[src/rtl/mt_pkg.sv]
`timescale 1ns/1ps
package mt_pkg;
  typedef enum logic {
    MODE_FULL  = 1'b0,
    MODE_SPLIT = 1'b1
  } mt_mode_e;

  // number of 4:2 levels needed to bring r rows down to two
  function automatic int tree_levels(input int r);
    int n;
    int lv;
    n  = r;
    lv = 0;
    while (n > 2) begin
      n  = n / 2;
      lv = lv + 1;
    end
    return lv;
  endfunction
endpackage

[src/rtl/mt_comp42_row.sv]
`timescale 1ns/1ps
module mt_comp42_row #(
  parameter int W = 32
) (
  input  logic [W-1:0] in0,
  input  logic [W-1:0] in1,
  input  logic [W-1:0] in2,
  input  logic [W-1:0] in3,
  output logic [W-1:0] sum_o,
  output logic [W-1:0] cy_o
);
  // named internal events for the checks below
  logic [W-1:0] x3;      // first full-adder sum per column
  logic [W-1:0] cout_w;  // carry-out, independent of carry-in
  logic [W-1:0] cin_w;   // carry-in taken from the column below
  logic [W-1:0] cy_raw;  // second full-adder carry, unshifted

  always_comb begin
    x3     = in0 ^ in1 ^ in2;
    cout_w = (in0 & in1) | (in0 & in2) | (in1 & in2);
    cin_w  = {cout_w[W-2:0], 1'b0};
    sum_o  = x3 ^ in3 ^ cin_w;
    cy_raw = (x3 & in3) | (x3 & cin_w) | (in3 & cin_w);
    cy_o   = {cy_raw[W-2:0], 1'b0};
  end

  logic [W+1:0] lhs_w, rhs_w;
  always_comb begin
    lhs_w = (W+2)'(sum_o) + (W+2)'(cy_o)
          + ((W+2)'(cout_w[W-1]) << W) + ((W+2)'(cy_raw[W-1]) << W);
    rhs_w = (W+2)'(in0) + (W+2)'(in1) + (W+2)'(in2) + (W+2)'(in3);
    // compression preserves the exact sum of the four rows
    a_r2_sum_kept: assert (lhs_w == rhs_w)
      else $error("compressor sum mismatch");
  end
endmodule

[src/rtl/mt_prefix_add.sv]
`timescale 1ns/1ps
module mt_prefix_add #(
  parameter int W = 32
) (
  input  logic [W-1:0] x_i,
  input  logic [W-1:0] y_i,
  output logic [W-1:0] sum_o
);
  localparam int L = $clog2(W);

  logic [W-1:0] gen_w;   // group generate, after all levels
  logic [W-1:0] prop_w;  // group propagate, after all levels
  logic [W-1:0] carry_w; // carry into each bit

  always_comb begin
    gen_w  = x_i & y_i;
    prop_w = x_i ^ y_i;
    for (int k = 0; k < L; k++) begin
      gen_w  = gen_w | (prop_w & (gen_w << (1 << k)));
      prop_w = prop_w & ((prop_w << (1 << k)) | ((W'(1) << (1 << k)) - W'(1)));
    end
    carry_w = {gen_w[W-2:0], 1'b0};
    sum_o   = x_i ^ y_i ^ carry_w;
  end

  always_comb begin
    // prefix network yields the modular sum of its inputs
    a_r3_prefix_sum: assert (sum_o == W'(x_i + y_i))
      else $error("prefix adder mismatch");
  end
endmodule

[src/rtl/mt_half_tree.sv]
`timescale 1ns/1ps
module mt_half_tree #(
  parameter int N = 16,
  parameter int W = 2 * N
) (
  input  logic [N-1:0]   mcand_i,
  input  logic [N/2-1:0] mbits_i,
  output logic [W-1:0]   term0_o,
  output logic [W-1:0]   term1_o
);
  localparam int R  = N / 2;
  localparam int LV = mt_pkg::tree_levels(R);

  for (genvar k = 0; k <= LV; k++) begin : g_lv
    localparam int ROWS = R >> k;
    logic [ROWS*W-1:0] v;
    if (k == 0) begin : g_pp
      for (genvar j = 0; j < R; j++) begin : g_row
        assign v[j*W +: W] = mbits_i[j] ? (W'(mcand_i) << j) : '0;
      end
    end else begin : g_red
      for (genvar g = 0; g < ROWS / 2; g++) begin : g_cmp
        mt_comp42_row #(.W(W)) u_cmp (
          .in0  (g_lv[k-1].v[(4*g+0)*W +: W]),
          .in1  (g_lv[k-1].v[(4*g+1)*W +: W]),
          .in2  (g_lv[k-1].v[(4*g+2)*W +: W]),
          .in3  (g_lv[k-1].v[(4*g+3)*W +: W]),
          .sum_o(v[(2*g+0)*W +: W]),
          .cy_o (v[(2*g+1)*W +: W])
        );
      end
    end
  end

  assign term0_o = g_lv[LV].v[0 +: W];
  assign term1_o = g_lv[LV].v[W +: W];
endmodule

[src/rtl/mt_mul_split.sv]
`timescale 1ns/1ps
module mt_mul_split #(
  parameter int N = 16
) (
  input  logic [N-1:0]       a_op,
  input  logic [N-1:0]       b_op,
  input  logic               split_en,
  output logic [2*N-1:0]     prod_full,
  output logic [N+N/2-1:0]   prod_lo,
  output logic [N+N/2-1:0]   prod_hi
);
  localparam int W  = 2 * N;
  localparam int H  = N / 2;
  localparam int HW = N + H;

  mt_pkg::mt_mode_e mode_w;
  assign mode_w = mt_pkg::mt_mode_e'(split_en);

  logic [W-1:0] lo_t0, lo_t1, hi_t0, hi_t1;

  mt_half_tree #(.N(N), .W(W)) u_tree_lo (
    .mcand_i(a_op), .mbits_i(b_op[H-1:0]), .term0_o(lo_t0), .term1_o(lo_t1)
  );
  mt_half_tree #(.N(N), .W(W)) u_tree_hi (
    .mcand_i(a_op), .mbits_i(b_op[N-1:H]), .term0_o(hi_t0), .term1_o(hi_t1)
  );

  // root: align the high half-tree and compress four terms to two
  logic [W-1:0] root_s, root_c;
  mt_comp42_row #(.W(W)) u_root (
    .in0(lo_t0), .in1(lo_t1), .in2(hi_t0 << H), .in3(hi_t1 << H),
    .sum_o(root_s), .cy_o(root_c)
  );

  // final adder 0 serves the root in full mode, the low tree in split mode
  logic [W-1:0] fa0_x, fa0_y, fa0_sum, fa1_sum;
  assign fa0_x = (mode_w == mt_pkg::MODE_SPLIT) ? lo_t0 : root_s;
  assign fa0_y = (mode_w == mt_pkg::MODE_SPLIT) ? lo_t1 : root_c;

  mt_prefix_add #(.W(W)) u_fadd0 (.x_i(fa0_x), .y_i(fa0_y), .sum_o(fa0_sum));
  mt_prefix_add #(.W(W)) u_fadd1 (.x_i(hi_t0), .y_i(hi_t1), .sum_o(fa1_sum));

  always_comb begin
    prod_full = '0;
    prod_lo   = '0;
    prod_hi   = '0;
    if (mode_w == mt_pkg::MODE_SPLIT) begin
      prod_lo = fa0_sum[HW-1:0];
      prod_hi = fa1_sum[HW-1:0];
    end else begin
      prod_full = fa0_sum;
    end
  end

  always_comb begin
    // full mode product
    a_r1_full_product: assert (split_en || prod_full == W'(W'(a_op) * W'(b_op)))
      else $error("full product mismatch");
    // split results fit their N+N/2 field
    a_r4_lo_fits: assert (!split_en || fa0_sum[W-1:HW] == '0)
      else $error("low split result overflows");
    a_r5_hi_fits: assert (!split_en || fa1_sum[W-1:HW] == '0)
      else $error("high split result overflows");
    // ports of the unused mode are zero
    a_r6_gate: assert (split_en ? (prod_full == '0) : (prod_lo == '0 && prod_hi == '0))
      else $error("inactive port not zero");
    // split halves recombine into the full product
    a_r8_recombine: assert (!split_en ||
        (W'(prod_lo) + (W'(prod_hi) << H)) == W'(W'(a_op) * W'(b_op)))
      else $error("split halves do not recombine");
  end
endmodule

[config.mk]
export PLATFORM = sky130hd
export DESIGN_NAME = mt_mul_split
export DESIGN_NICKNAME = d
export VERILOG_FILES = /design/src/rtl/mt_pkg.sv /design/src/rtl/mt_comp42_row.sv /design/src/rtl/mt_prefix_add.sv /design/src/rtl/mt_half_tree.sv /design/src/rtl/mt_mul_split.sv
export SDC_FILE = /design/constraint.sdc
export NUM_CORES = 1
export LEC_CHECK = 0
export BUFFER_PORTS_ARGS = -buffer_cell sky130_fd_sc_hd__buf_2
export CORE_MARGIN = 1
export CORE_UTILIZATION = 63
export DETAILED_ROUTE_END_ITERATION = 10
export PLACE_DENSITY_LB_ADDON = 0.08
export SETUP_SLACK_MARGIN = 0.5
export SYNTH_ARGS = -nofsm -noshare
export SYNTH_HDL_FRONTEND = slang
export SYNTH_SLANG_ARGS = --single-unit
[constraint.sdc]
create_clock -name vclk -period 10.7
set_input_delay 2.14 -clock vclk [all_inputs]
set_output_delay 2.14 -clock vclk [all_outputs]
set_load 0.1 [all_outputs]
==> impl_metrics.json, run 1 <==
{
  "start_util": 0.647,
  "track_usage": 0.301,
  "syn_area_um2": 10300,
  "worst_hold_path_type": "in2out",
  "ys_seq_area_frac": 0,
  "hold_depth": 4,
  "post_drt_wl_per_cell_um": 15.9,
  "syn_inst": 1224,
  "min_from": "a_op[0]",
  "grt_pass1_vias": 8285,
  "drive_gt1_frac": 0.160,
  "regArea_um2": 0,
  "slew_viol_final": 0,
  "fmax_mhz": 99.3,
  "clock_buffers": 0,
  "startpoint_type": "input port",
  "die_area_um2": 16800,
  "max_cap_violations": 0,
  "final.period_utilization": 0.941,
  "crit_top_cell": "fa_1",
  "syn-mean-instance-area_um2": 8.40,
  "syn2layout_area_growth_pct": 10.1,
  "end_kind": "output pin",
  "final_antenna_net_count": 0,
  "grt_overflow_total": 0,
  "ios": 113,
  "cp.arrival_ns": 7.93,
  "status": "complete, no violations",
  "rsz0062_at_grt": "true",
  "crit_path_max_fanout": 16,
  "fp.dieW_um": 130,
  "routed_wl_um": 23900,
  "die_h_um": 130,
  "utilization": 0.713,
  "syn_nets": 1539,
  "dr_total_vias": 8279,
  "yosysUniqueCellTypes": 56,
  "portBuffers": 113,
  "routabilityCongestion": 0.884,
  "required_ns": 8.56,
  "setup_ws_ns": 0.627,
  "period_needed_ns": 10.07,
  "slowest_stage": "fa_2",
  "crit_family": "adder cells",
  "grt_max_degree": 94,
  "antennaDiodeCount": 0,
  "hold_viol": 0,
  "drt_pass1_iterations": 5,
  "hold_buffers": 0,
  "path_cells": "buf_4 > and2_4 > fa_1 > fa_1 > inv_1 > fa_1 > inv_1 > fa_2 > inv_1 > fa_1 > inv_1 > fa_1 > mux2_2 > ha_4 > a21oi_1 > o21ai_0 > a211oi_2 > nor2_1 > a31oi_1 > mux2_2 > buf_4",
  "antenna_found_initial": 0,
  "fp-row-count": 46,
  "critPathKind": "in2out",
  "hpwl_um": 19400,
  "pre_cts_slack_ns": 0.231,
  "setup_viol": 0,
  "worst_pin_slew_ns": 0.866,
  "cpPeakStageDelay_ns": 0.61,
  "yosys_warnings": 0,
  "core_um2": 15900,
  "worstHoldEndpoint": "prod_full[0]",
  "critPathBufInv": 6,
  "drt-vias-per-instance": 5.50,
  "drc_errors": 0,
  "fin_nets": 1605,
  "grt_pass1_wl_um": 39900,
  "seq_cell_count": 0,
  "fin_setup_tns_ns": 0,
  "slew_headroom": 0.423,
  "drtIter0Drc": 481
}
-- layout by cell type (no fill, tap or decap), drive strengths merged, types with 8 or more instances in the layout --
cell      n
clkbuf   18
nand3     9
buf     104
a21o     19
xnor2    13
nand4     8
a211oi    9
mux2     25
a21oi    43
inv     219
nor2b    38
nand2    77
mux2i     8
xor2     14
nor2     26
fa      201
ha       81
o21a      8
o21ai    34
and2    262
nor3     13
-- worst min-delay path: stages --
cell and delay [ns]:
buf_2 0.17, nand2_1 0.09, nor2_1 0.04, buf_2 0.28
-- metal layers --
| metal | track usage | part of all wire | routed length, um | up-vias |
|---|---|---|---|---|
| met5 | 0 | 0 | 0 | - |
| met4 | 0.0889 | 0.030 | 728 | 0 |
| met3 | 0.00779 | 0.031 | 750 | 44 |
| met2 | 0.563 | 0.53 | 12700 | 194 |
| met1 | 0.382 | 0.41 | 9730 | 4122 |
| li1 | - | - | - | 3919 |
-- final cells by class --
cell class                 instances  area [um2]
fill                            1319        4560
inverter                         219         822
tap                              216         270
timing repair buffer             122         751
multi-input combinational        947        9490
-- cells by family after synthesis --
| logic type | synth area share |
|---|---|
| AOI/OAI and AO/OA | 0.0981 |
| xor gates and xnor gates | 0.0230 |
| adders and majority gates | 0.490 |
| buffers and inverters | 0.102 |
| muxes | 0.0359 |
| and+or+nand+nor | 0.251 |
-- how the worst max path moves through the flow --
stage	startpoint	endpoint	cells after the start
2_1_floorplan	a_op[12]	prod_full[31]	20
3_3_place_gp	a_op[9]	prod_lo[23]	20
3_5_place_dp	a_op[9]	prod_lo[23]	20
4_1_cts	b_op[6]	prod_full[30]	21
5_1_grt	a_op[11]	prod_full[27]	21
6_report	b_op[4]	prod_full[30]	21
-- repair_timing --
item	CTS	global route
pin swaps	4	11
cloned	0	0
resized for setup	14	73
setup buffers	1	5
setup endpoints to repair	15	28
-- cell usage after synthesis (2+ instances only) --
| library cell | n | area share |
|---|---|---|
| o211ai_1 | 4 | 0.0029 |
| mux2_2 | 23 | 0.025 |
| nor3b_1 | 5 | 0.0037 |
| a31oi_1 | 6 | 0.0037 |
| xor2_1 | 14 | 0.012 |
| mux2i_1 | 8 | 0.0078 |
| o21ai_0 | 29 | 0.014 |
| and3_1 | 5 | 0.0030 |
| a31o_2 | 2 | 0.0017 |
| xnor2_1 | 13 | 0.011 |
| o31ai_1 | 3 | 0.0022 |
| inv_1 | 219 | 0.080 |
| clkbuf_1 | 52 | 0.019 |
| nand2_1 | 77 | 0.028 |
| buf_1 | 3 | 0.0011 |
| and2_1 | 261 | 0.16 |
| and4_1 | 2 | 0.0017 |
| nand3_1 | 8 | 0.0039 |
| mux2_4 | 2 | 0.0029 |
| o21a_1 | 8 | 0.0058 |
| a211o_1 | 2 | 0.0017 |
| nor3_1 | 13 | 0.0063 |
| o211a_1 | 2 | 0.0019 |
| a21boi_0 | 3 | 0.0022 |
| buf_2 | 2 | 0.00097 |
| a21oi_2 | 2 | 0.0017 |
| fa_1 | 201 | 0.39 |
| a211oi_1 | 7 | 0.0051 |
| a21oi_1 | 41 | 0.020 |
| nand4_1 | 8 | 0.0049 |
| o21bai_1 | 7 | 0.0051 |
| o21ai_1 | 2 | 0.00097 |
| a211oi_2 | 2 | 0.0024 |
| o21ai_2 | 3 | 0.0026 |
| a21o_1 | 19 | 0.014 |
| nand2b_1 | 5 | 0.0030 |
| nor2b_1 | 37 | 0.023 |
| ha_1 | 81 | 0.099 |
| nor2_1 | 26 | 0.0095 |
-- per-stage QoR --
stage	hold slack, ns	instances	area (um2)
floorplan	4.76	1224	10400
global placement	4.87	1498	11000
detailed placement	4.87	1498	11000
CTS	4.88	1499	11100
global route	4.92	1504	11300
finish	4.86	1504	11300
Power of run 1 is not shown: default switching activity piles up to over one toggle a cycle in this logic, so the estimate is an artifact.
==> inputs of run 2 (changes only) <==
clock period = 11.3 ns   (was 10.7 ns; I/O delays follow)
==> impl_metrics.json, run 2 (synthesis results as in run 1) <==
{
  "grt_overflow_total": 0,
  "slew_headroom": 0.489,
  "fp-row-count": 46,
  "grt_pass1_wl_um": 40200,
  "critPathBufInv": 6,
  "min_from": "split_en",
  "fmax_mhz": 93.9,
  "die_area_um2": 16800,
  "crit_top_cell": "fa_1",
  "critPathKind": "in2out",
  "crit_path_max_fanout": 16,
  "rsz0062_at_grt": "true",
  "track_usage": 0.301,
  "hold_viol": 0,
  "drtIter0Drc": 402,
  "required_ns": 9.04,
  "drive_gt1_frac": 0.130,
  "portBuffers": 113,
  "die_h_um": 130,
  "dr_total_vias": 8252,
  "fp.dieW_um": 130,
  "slowest_stage": "fa_1",
  "crit_path_end": "prod_full[29]",
  "final.period_utilization": 0.942,
  "grt_max_degree": 86,
  "worst_pin_slew_ns": 0.766,
  "path_depth": 21,
  "post_cts_buffers": 0,
  "seq_cell_count": 0,
  "path_cells": "buf_2 > and2_1 > fa_1 > fa_1 > inv_1 > fa_1 > inv_1 > fa_1 > inv_1 > fa_1 > inv_1 > fa_1 > mux2_2 > ha_1 > a21oi_2 > o21ai_0 > a41oi_1 > o21ai_2 > a31oi_1 > mux2_2 > buf_2",
  "routabilityCongestion": 0.900,
  "grt_use_met2": 0.579,
  "cpPeakStageDelay_ns": 0.58,
  "hpwl_um": 19600,
  "crit_family": "adder cells",
  "ios": 113,
  "fin_nets": 1598,
  "mostFrequentLayoutCells": "and2_1, inv_1, fa_1",
  "core_um2": 15900,
  "clock_buffers": 0,
  "start_util": 0.647,
  "routed_wl_um": 23600,
  "post_drt_wl_per_cell_um": 15.7,
  "final_common_cell": "and2_1",
  "hold_buffers": 0,
  "setup_viol": 0,
  "drt_pass1_iterations": 5,
  "n_fill_cell": 1391,
  "final_antenna_net_count": 0,
  "max_cap_violations": 0,
  "top_usage_layer": "met2",
  "regArea_um2": 0,
  "drc_errors": 0,
  "end_kind": "output pin",
  "cts_resized": 0,
  "status": "complete, no violations",
  "antenna_found_initial": 0,
  "period_needed_ns": 10.64,
  "use_met1": 0.368,
  "slew_viol_final": 0,
  "grt_use_met3": 0.0103,
  "startpoint": "a_op[7]",
  "syn2layout_area_growth_pct": 6.69,
  "cp.arrival_ns": 8.38,
  "grt_pass1_vias": 8562,
  "startpoint_type": "input port",
  "multi_input_area_um2": 9290,
  "worst_hold_path_type": "in2out",
  "drt-vias-per-instance": 5.51,
  "fin_setup_tns_ns": 0
}
## run 2: worst min-delay path, cell delays in order
cell and delay, ns:
buf_4 0.24, nor2b_1 0.07, buf_2 0.28
## run 2: worst min-delay path by stage
stage | cells after the start | slack [ns] | endpoint
3_5_place_dp | 3 | 5.13 | prod_full[11]
6_report | 3 | 5.12 | prod_full[10]
3_3_place_gp | 3 | 5.12 | prod_full[5]
2_1_floorplan | 1 | 5.00 | prod_hi[0]
5_1_grt | 3 | 5.16 | prod_full[10]
4_1_cts | 3 | 5.13 | prod_full[11]
## run 2: cell type report
type / instances / share of cell area
diodes: 1 / 0.000228
inverters: 219 / 0.0749
repair buffers: 115 / 0.0536
multi-input cells: 947 / 0.847
well taps: 216 / 0.0246
## run 2: metrics by stage
step	worst slack (ns)	cells	hold WS, ns	utilization	area [um2]
after floorplan	0.429	1224	5.00	-	10300
after global placement	0.551	1497	5.12	0.690	11000
after detailed placement	0.603	1497	5.13	0.690	11000
after CTS	0.574	1497	5.13	0.690	11000
after global routing	0.426	1497	5.16	0.691	11000
final	0.656	1498	5.12	0.691	11000
## run 2: per-layer routing
layer  share of wire  vias to the layer above  routed length [um]
met5               0                        -                   0
met4           0.030                        0                 706
met3           0.038                       38                 885
met2            0.53                      211               12400
met1            0.41                     4105                9560
li1                -                     3898                   -
